`src/rtl/hbs_pkg.sv`:
```
package hbs_pkg;

    typedef enum logic [1:0] {
        LANE_NONE = 2'd0,
        LANE_LO   = 2'd1,
        LANE_HI   = 2'd2,
        LANE_WORD = 2'd3
    } lane_e;

    typedef enum logic [1:0] {
        ST_IDLE = 2'd0,
        ST_WAIT = 2'd1,
        ST_DONE = 2'd2
    } port_st_e;

    typedef struct packed {
        logic  is_read;
        lane_e lane;
    } acc_t;

    localparam logic [3:0] ADDR_CFG  = 4'hF;
    localparam logic [3:0] ADDR_STAT = 4'hE;
    localparam logic [3:0] ADDR_MASK = 4'hD;
    localparam int         CFG_BYTE_BIT = 2;

    // Lane choice from bus mode, byte-high enable and address bit 0.
    function automatic lane_e pick_lane(input logic byte_mode, input logic bhe_n, input logic a0);
        lane_e l;
        if (byte_mode)            l = LANE_LO;
        else if (!bhe_n && !a0)   l = LANE_WORD;
        else if (!bhe_n && a0)    l = LANE_HI;
        else if (bhe_n && !a0)    l = LANE_LO;
        else                      l = LANE_NONE;
        return l;
    endfunction

    function automatic logic [1:0] lane_be(input lane_e l);
        logic [1:0] be;
        case (l)
            LANE_WORD: be = 2'b11;
            LANE_HI:   be = 2'b10;
            LANE_LO:   be = 2'b01;
            default:   be = 2'b00;
        endcase
        return be;
    endfunction

    function automatic logic [15:0] lane_mask_rd(input lane_e l, input logic [15:0] raw);
        logic [15:0] d;
        case (l)
            LANE_WORD: d = raw;
            LANE_HI:   d = {raw[15:8], 8'h00};
            LANE_LO:   d = {8'h00, raw[7:0]};
            default:   d = 16'h0000;
        endcase
        return d;
    endfunction

endpackage

```
`src/rtl/hbs_lane_steer.sv`:
```
module hbs_lane_steer
    import hbs_pkg::*;
(
    input  lane_e       lane,
    input  logic        a0,
    input  logic [15:0] wdata,
    input  logic [7:0]  rd_even,
    input  logic [7:0]  rd_odd,
    output logic        we_even,
    output logic        we_odd,
    output logic [7:0]  wb_even,
    output logic [7:0]  wb_odd,
    output logic [15:0] rdata
);
    always_comb begin
        we_even = 1'b0;
        we_odd  = 1'b0;
        wb_even = wdata[7:0];
        wb_odd  = wdata[15:8];
        rdata   = 16'h0000;
        case (lane)
            LANE_WORD: begin
                we_even = 1'b1;
                we_odd  = 1'b1;
                rdata   = {rd_odd, rd_even};
            end
            LANE_HI: begin
                we_odd = 1'b1;
                rdata  = {rd_odd, 8'h00};
            end
            LANE_LO: begin
                we_even = !a0;
                we_odd  = a0;
                wb_odd  = wdata[7:0];
                rdata   = {8'h00, a0 ? rd_odd : rd_even};
            end
            default: ;
        endcase
    end
endmodule

```
`src/rtl/hbs_regfile.sv`:
```
module hbs_regfile
    import hbs_pkg::*;
#(
    parameter int NBANK = 4
) (
    input  logic       clk,
    input  logic       rst,
    input  logic [2:0] pair,
    input  logic       we_even,
    input  logic       we_odd,
    input  logic [7:0] wb_even,
    input  logic [7:0] wb_odd,
    input  logic       set_rd_err,
    input  logic       set_wr_err,
    output logic [7:0] rd_even,
    output logic [7:0] rd_odd,
    output logic       byte_mode,
    output logic       irq
);
    localparam int BANK_W = (NBANK > 1) ? $clog2(NBANK) : 1;
    localparam int NBYTE  = 16;

    logic [7:0]        store [NBANK][NBYTE];
    logic [7:0]        cfg_q;
    logic [7:0]        mask_q;
    logic [1:0]        stat_q;
    logic [BANK_W-1:0] bank;
    logic [3:0]        idx_e;
    logic [3:0]        idx_o;
    logic [1:0]        stat_clr;

    assign bank      = cfg_q[BANK_W-1:0];
    assign byte_mode = cfg_q[CFG_BYTE_BIT];
    assign idx_e     = {pair, 1'b0};
    assign idx_o     = {pair, 1'b1};
    assign stat_clr  = (we_even && idx_e == ADDR_STAT) ? wb_even[1:0] : 2'b00;
    assign irq       = |(stat_q & mask_q[1:0]);

    always_ff @(posedge clk) begin
        if (rst) begin
            cfg_q  <= '0;
            mask_q <= '0;
            stat_q <= '0;
            for (int b = 0; b < NBANK; b++)
                for (int i = 0; i < NBYTE; i++)
                    store[b][i] <= '0;
        end else begin
            stat_q <= (stat_q & ~stat_clr) | {set_wr_err, set_rd_err};
            if (we_even && idx_e != ADDR_STAT)
                store[bank][idx_e] <= wb_even;
            if (we_odd) begin
                case (idx_o)
                    ADDR_CFG:  cfg_q  <= wb_odd;
                    ADDR_MASK: mask_q <= wb_odd;
                    default:   store[bank][idx_o] <= wb_odd;
                endcase
            end
        end
    end

    always_comb begin
        rd_even = (idx_e == ADDR_STAT) ? {6'b0, stat_q} : store[bank][idx_e];
        case (idx_o)
            ADDR_CFG:  rd_odd = cfg_q;
            ADDR_MASK: rd_odd = mask_q;
            default:   rd_odd = store[bank][idx_o];
        endcase
    end
endmodule

```
`src/rtl/hbs_timeout.sv`:
```
module hbs_timeout #(
    parameter int TIMEOUT = 48
) (
    input  logic clk,
    input  logic rst,
    input  logic run,
    output logic expire
);
    localparam int CNT_W = $clog2(TIMEOUT + 1);

    logic [CNT_W-1:0] cnt_q;

    always_ff @(posedge clk) begin
        if (rst || !run) cnt_q <= '0;
        else             cnt_q <= cnt_q + 1'b1;
    end

    assign expire = run && (cnt_q == CNT_W'(TIMEOUT - 1));
endmodule

```
`src/rtl/hbs_host_port.sv`:
```
module hbs_host_port
    import hbs_pkg::*;
#(
    parameter int NBANK   = 4,
    parameter int TIMEOUT = 48
) (
    input  logic        clk,
    input  logic        rst,
    input  logic        cs_n,
    input  logic        rd_n,
    input  logic        wr_n,
    input  logic        dack_n,
    input  logic        eop_n,
    input  logic [3:0]  addr,
    input  logic        bhe_n,
    input  logic [15:0] wdata,
    output logic [15:0] rdata,
    output logic        data_oe,
    input  logic        rdy_pol,
    output logic        rdy,
    output logic        int_n,
    output logic        word_mode_o,
    input  logic        dma_need,
    output logic        dreq,
    output logic        buf_req,
    output logic        buf_we,
    output logic [1:0]  buf_be,
    output logic [15:0] buf_wdata,
    input  logic [15:0] buf_rdata,
    input  logic        buf_ack
);
    port_st_e    st_q;
    acc_t        acc_q;
    logic [15:0] wdata_q;
    logic [15:0] rd_q;
    logic        eop_seen_q;

    logic        sel, rd_act, wr_act, strobe;
    logic        byte_mode, irq, expire;
    lane_e       lane_now;
    logic        we_even, we_odd;
    logic [7:0]  wb_even, wb_odd, rd_even, rd_odd;
    logic [15:0] reg_rdata;
    logic        start, reg_we, set_rd_err, set_wr_err;

    assign sel      = !cs_n || !dack_n;
    assign rd_act   = !rd_n && wr_n;
    assign wr_act   = !wr_n && rd_n;
    assign strobe   = sel && (rd_act || wr_act);
    assign lane_now = pick_lane(byte_mode, bhe_n, addr[0]);
    assign start    = (st_q == ST_IDLE) && strobe;
    assign reg_we   = start && wr_act && dack_n;

    hbs_lane_steer u_steer (
        .lane    (lane_now),
        .a0      (addr[0]),
        .wdata   (wdata),
        .rd_even (rd_even),
        .rd_odd  (rd_odd),
        .we_even (we_even),
        .we_odd  (we_odd),
        .wb_even (wb_even),
        .wb_odd  (wb_odd),
        .rdata   (reg_rdata)
    );

    hbs_regfile #(.NBANK(NBANK)) u_regs (
        .clk        (clk),
        .rst        (rst),
        .pair       (addr[3:1]),
        .we_even    (we_even && reg_we),
        .we_odd     (we_odd && reg_we),
        .wb_even    (wb_even),
        .wb_odd     (wb_odd),
        .set_rd_err (set_rd_err),
        .set_wr_err (set_wr_err),
        .rd_even    (rd_even),
        .rd_odd     (rd_odd),
        .byte_mode  (byte_mode),
        .irq        (irq)
    );

    hbs_timeout #(.TIMEOUT(TIMEOUT)) u_tmo (
        .clk    (clk),
        .rst    (rst),
        .run    (st_q == ST_WAIT),
        .expire (expire)
    );

    assign set_rd_err = (st_q == ST_WAIT) && strobe && !buf_ack && expire && acc_q.is_read;
    assign set_wr_err = (st_q == ST_WAIT) && strobe && !buf_ack && expire && !acc_q.is_read;

    always_ff @(posedge clk) begin
        if (rst) begin
            st_q    <= ST_IDLE;
            acc_q   <= '{is_read: 1'b0, lane: LANE_NONE};
            wdata_q <= '0;
            rd_q    <= '0;
        end else begin
            case (st_q)
                ST_IDLE: if (strobe) begin
                    acc_q   <= '{is_read: rd_act, lane: lane_now};
                    wdata_q <= wdata;
                    if (!dack_n && lane_now != LANE_NONE) begin
                        st_q <= ST_WAIT;
                    end else begin
                        rd_q <= (rd_act && dack_n) ? reg_rdata : 16'h0000;
                        st_q <= ST_DONE;
                    end
                end
                ST_WAIT: begin
                    if (!strobe) begin
                        st_q <= ST_IDLE;
                    end else if (buf_ack) begin
                        rd_q <= acc_q.is_read ? lane_mask_rd(acc_q.lane, buf_rdata) : 16'h0000;
                        st_q <= ST_DONE;
                    end else if (expire) begin
                        rd_q <= 16'h0000;
                        st_q <= ST_DONE;
                    end
                end
                ST_DONE: if (!strobe) st_q <= ST_IDLE;
                default: st_q <= ST_IDLE;
            endcase
        end
    end

    always_ff @(posedge clk) begin
        if (rst)         eop_seen_q <= 1'b0;
        else if (!eop_n) eop_seen_q <= 1'b1;
    end

    assign buf_req     = (st_q == ST_WAIT);
    assign buf_we      = buf_req && !acc_q.is_read;
    assign buf_be      = buf_req ? lane_be(acc_q.lane) : 2'b00;
    assign buf_wdata   = wdata_q;
    assign rdata       = rd_q;
    assign data_oe     = sel && !rd_n;
    assign rdy         = rdy_pol ? (st_q == ST_DONE) : (st_q != ST_DONE);
    assign int_n       = !irq;
    assign word_mode_o = !byte_mode;
    assign dreq        = dma_need && !eop_seen_q;
endmodule

```
`config.mk`:
```
export PLATFORM = sky130hd
export DESIGN_NAME = hbs_host_port
export DESIGN_NICKNAME = d
export VERILOG_FILES = /design/src/rtl/hbs_pkg.sv /design/src/rtl/hbs_lane_steer.sv /design/src/rtl/hbs_regfile.sv /design/src/rtl/hbs_timeout.sv /design/src/rtl/hbs_host_port.sv
export SDC_FILE = /design/constraint.sdc
export NUM_CORES = 1
export LEC_CHECK = 0
export ABC_AREA = 1
export BUFFER_PORTS_ARGS = -buffer_cell sky130_fd_sc_hd__buf_2
export CAP_MARGIN = 20
export CORE_MARGIN = 3
export CORE_UTILIZATION = 34
export CTS_CLUSTER_DIAMETER = 100
export DETAILED_ROUTE_END_ITERATION = 12
export HOLD_SLACK_MARGIN = 0.12
export PLACE_DENSITY_LB_ADDON = 0.1
export REMOVE_ABC_BUFFERS = 1
export SKIP_CTS_REPAIR_TIMING = 1
export SYNTH_ARGS = -nofsm -noshare
export SYNTH_HDL_FRONTEND = slang
export SYNTH_SLANG_ARGS = --single-unit
```
`constraint.sdc`:
```
create_clock -name clk -period 4.1 [get_ports clk]
set_input_delay 0.205 -clock clk [delete_from_list [all_inputs] [get_ports clk]]
set_output_delay 0.205 -clock clk [all_outputs]
set_load 0.03 [all_outputs]
```
==> impl_metrics.json <==
{
  "status": "finished, final reports clean",
  "end_kind": "flop",
  "drc": 0,
  "setup_viol": 0,
  "tightest_slew_ps": 1090,
  "instances_no_fill": 3565,
  "period_share": 0.716,
  "netlist_area_um2": 22300,
  "worstSkewPairLatency_ps": 620,
  "yosysUniqueCellTypes": 25,
  "vdd_drop_max_uv": 354,
  "fp-row-count": 93,
  "postPlaceCellArea_um2": 23700,
  "vias": 17600,
  "core_um2": 64600,
  "io_pins": 88,
  "pre_cts_slack_ps": 918,
  "rr_worst_depth": 12,
  "grt_usage": 0.208,
  "rrSetupSlack_ps": 1160,
  "holdWs_ps": 127,
  "htree_num_levels": 2,
  "cp.arrival_ps": 3440,
  "grt_pass1_vias": 17000,
  "holdPathEnd": "acc_q[2]",
  "crit_fanout": 69,
  "overflow": 0,
  "cts_sinks": 480,
  "root_buffer": "clkbuf_16",
  "die_w_um": 262,
  "die_y_um": 262,
  "worstPathRequired_ps": 4600,
  "worstSetupStartpointType": "flop",
  "port_buffers": 87,
  "syn_inst": 2586,
  "nFillCells": 6627,
  "numCtsBuffers": 53,
  "grt_setup_unrepaired": "false",
  "antenna_found_initial": 1,
  "p_leak_uw": 0.0111,
  "dp.cells": 3432,
  "cap_violations": 0,
  "wl_per_cell_um": 20.3,
  "wl_um": 72300,
  "path_clk_slew_ps": 60,
  "hp-start": "wr_n",
  "antenna_cells": 0,
  "setup_ws_ps": 1160,
  "firstDrtPassIters": 5,
  "yosysWarnings": 0,
  "min_path_type": "in -> reg",
  "final_hold_viol_count": 0,
  "cts_tree": "yes",
  "worstSetupPathType": "reg -> reg",
  "grt_max_degree": 141,
  "area_delta_synth_final_pct": 15.7,
  "skew_ps": 30.2,
  "syn_avg_cell_area_um2": 8.61,
  "maxSlewHeadroom": 0.269,
  "place_congestion": 0.831,
  "yosysTopAreaCell": "edfxtp_1",
  "synthTopCellsByArea": "edfxtp_1 (56%), nor2_1 (12%), nand2_1 (11%)",
  "synth_seq_area_share": 0.619,
  "period_needed_ps": 2940,
  "design_area_um2": 25700,
  "nets": 2716,
  "slew_violations": 0,
  "drive_gt1_frac": 0.0860,
  "p_per_area_nw_per_um2": 435,
  "die_area_um2": 68600,
  "synth-seq-cells": 480,
  "drtIter0Drc": 1589,
  "start_util": 0.345,
  "rr_endpoint": "rdata[2]",
  "grt_pass1_wl_um": 106000,
  "hpwlAfterDp_um": 45700,
  "drtAntennaViolNets": 0,
  "clock.fmax_mhz": 341,
  "clock_path_buffers": 3,
  "vias_per_cell": 4.93,
  "synth_top_area_share": 0.561,
  "multi_input_area_um2": 7160,
  "hold_depth": 4,
  "regArea_um2": 13800,
  "tns_ps": 0
}
[power by group]
| part | switching (uW) | internal, uW |
|---|---|---|
| combinational | 652 | 205 |
| sequential | 70.6 | 5480 |
| clock | 2020 | 2780 |
[cell type report]
type / count / share of cell area
Sequential cell: 480 / 0.535
Timing Repair Buffer: 168 / 0.0468
Clock buffer: 67 / 0.0539
Clock inverter: 32 / 0.0131
Multi-Input combinational cell: 1750 / 0.278
Tap cell: 855 / 0.0415
Inverter: 213 / 0.0313
[synth_stat cells]
library cell,n
o21ai_0,174
xnor2_1,2
nand3_2,1
a22oi_1,8
nor2_1,704
inv_1,207
a21oi_1,76
buf_1,2
nor3_2,6
nor3_1,2
inv_2,4
buf_2,11
a21boi_0,1
clkbuf_1,130
nand3_1,85
or2_2,1
clkinv_1,2
ha_1,3
nand4_1,3
nand2_2,1
o21ai_1,8
dfxtp_1,64
nand2_1,674
nor3b_1,1
edfxtp_1,416
[critical path: stages, from the launching register on]
cell,delay (ps)
dfxtp_4,780
buf_4,760
nor2_1,110
o21ai_0,240
nand2_1,120
nand2_1,80
nand2_1,50
nor2_1,200
nand2_1,80
nand2_1,60
nand2_1,60
nand2_1,130
a21oi_1,90
[sequential cells by signal (all words and copies together) (netlist names), named ones only]
name	cells
acc_q	3
buf_wdata	16
eop_seen_q	1
rdata	16
st_q	2
u_regs.cfg_q	8
u_regs.mask_q	8
u_regs.stat_q	2
u_regs.store	416
u_tmo.cnt_q	6
[worst max path at each step]
| stage | start | to | slack [ps] | cells past startpoint |
|---|---|---|---|---|
| 4_1_cts | flop | rdata[3] | 1210 | 12 |
| 2_1_floorplan | flop | rdata[2] | -3400 | 11 |
| 3_5_place_dp | rd_n | u_regs.store[1][69] | 920 | 12 |
| 3_3_place_gp | rd_n | u_regs.store[1][67] | 870 | 12 |
| 5_1_grt | dack_n | u_regs.store[3][67] | 870 | 13 |
| 6_report | flop | rdata[2] | 1160 | 12 |
[cell usage in the layout, fill, tap and decap left out, drive strengths merged]
master / synthesis / layout
nor3: 8 / 8
clkinv: 2 / 24
xnor2: 2 / 2
a22oi: 8 / 8
buf: 13 / 134
edfxtp: 416 / 416
nand4: 3 / 3
clkinvlp: 0 / 4
a21oi: 76 / 76
a21boi: 1 / 1
nor3b: 1 / 1
nor2: 704 / 704
bufinv: 0 / 6
dfxtp: 64 / 64
clkbuf: 130 / 67
nand2: 675 / 675
ha: 3 / 3
inv: 211 / 211
or2: 1 / 1
nand3: 86 / 86
dlygate4sd3: 0 / 34
o21ai: 182 / 182
[kinds of logic after synthesis]
kind of cell               count (synthesis)  synth area share
buffers and inverters                    356            0.0607
AOI/OAI and AO/OA                        267            0.0611
adders and majority gates                  3           0.00169
and+or+nand+nor                         1478             0.257
DFF                                      480             0.619
xor gates and xnor gates                   2          0.000787
[metrics by stage]
stage	total power [uW]	utilization
5_1_grt	11600	0.399
6_report	11200	0.399
4_1_cts	11300	0.393
3_5_place_dp	6490	0.367
3_3_place_gp	6480	0.366
2_1_floorplan	6080	-
[per-layer routing]
layer / global-route usage / share of wire
met1: 0.279 / 0.43
met2: 0.343 / 0.47
met5: 0.0128 / 0.00080
met3: 0.0313 / 0.060
met4: 0.0699 / 0.032
(Power assumes the default switching activity.)
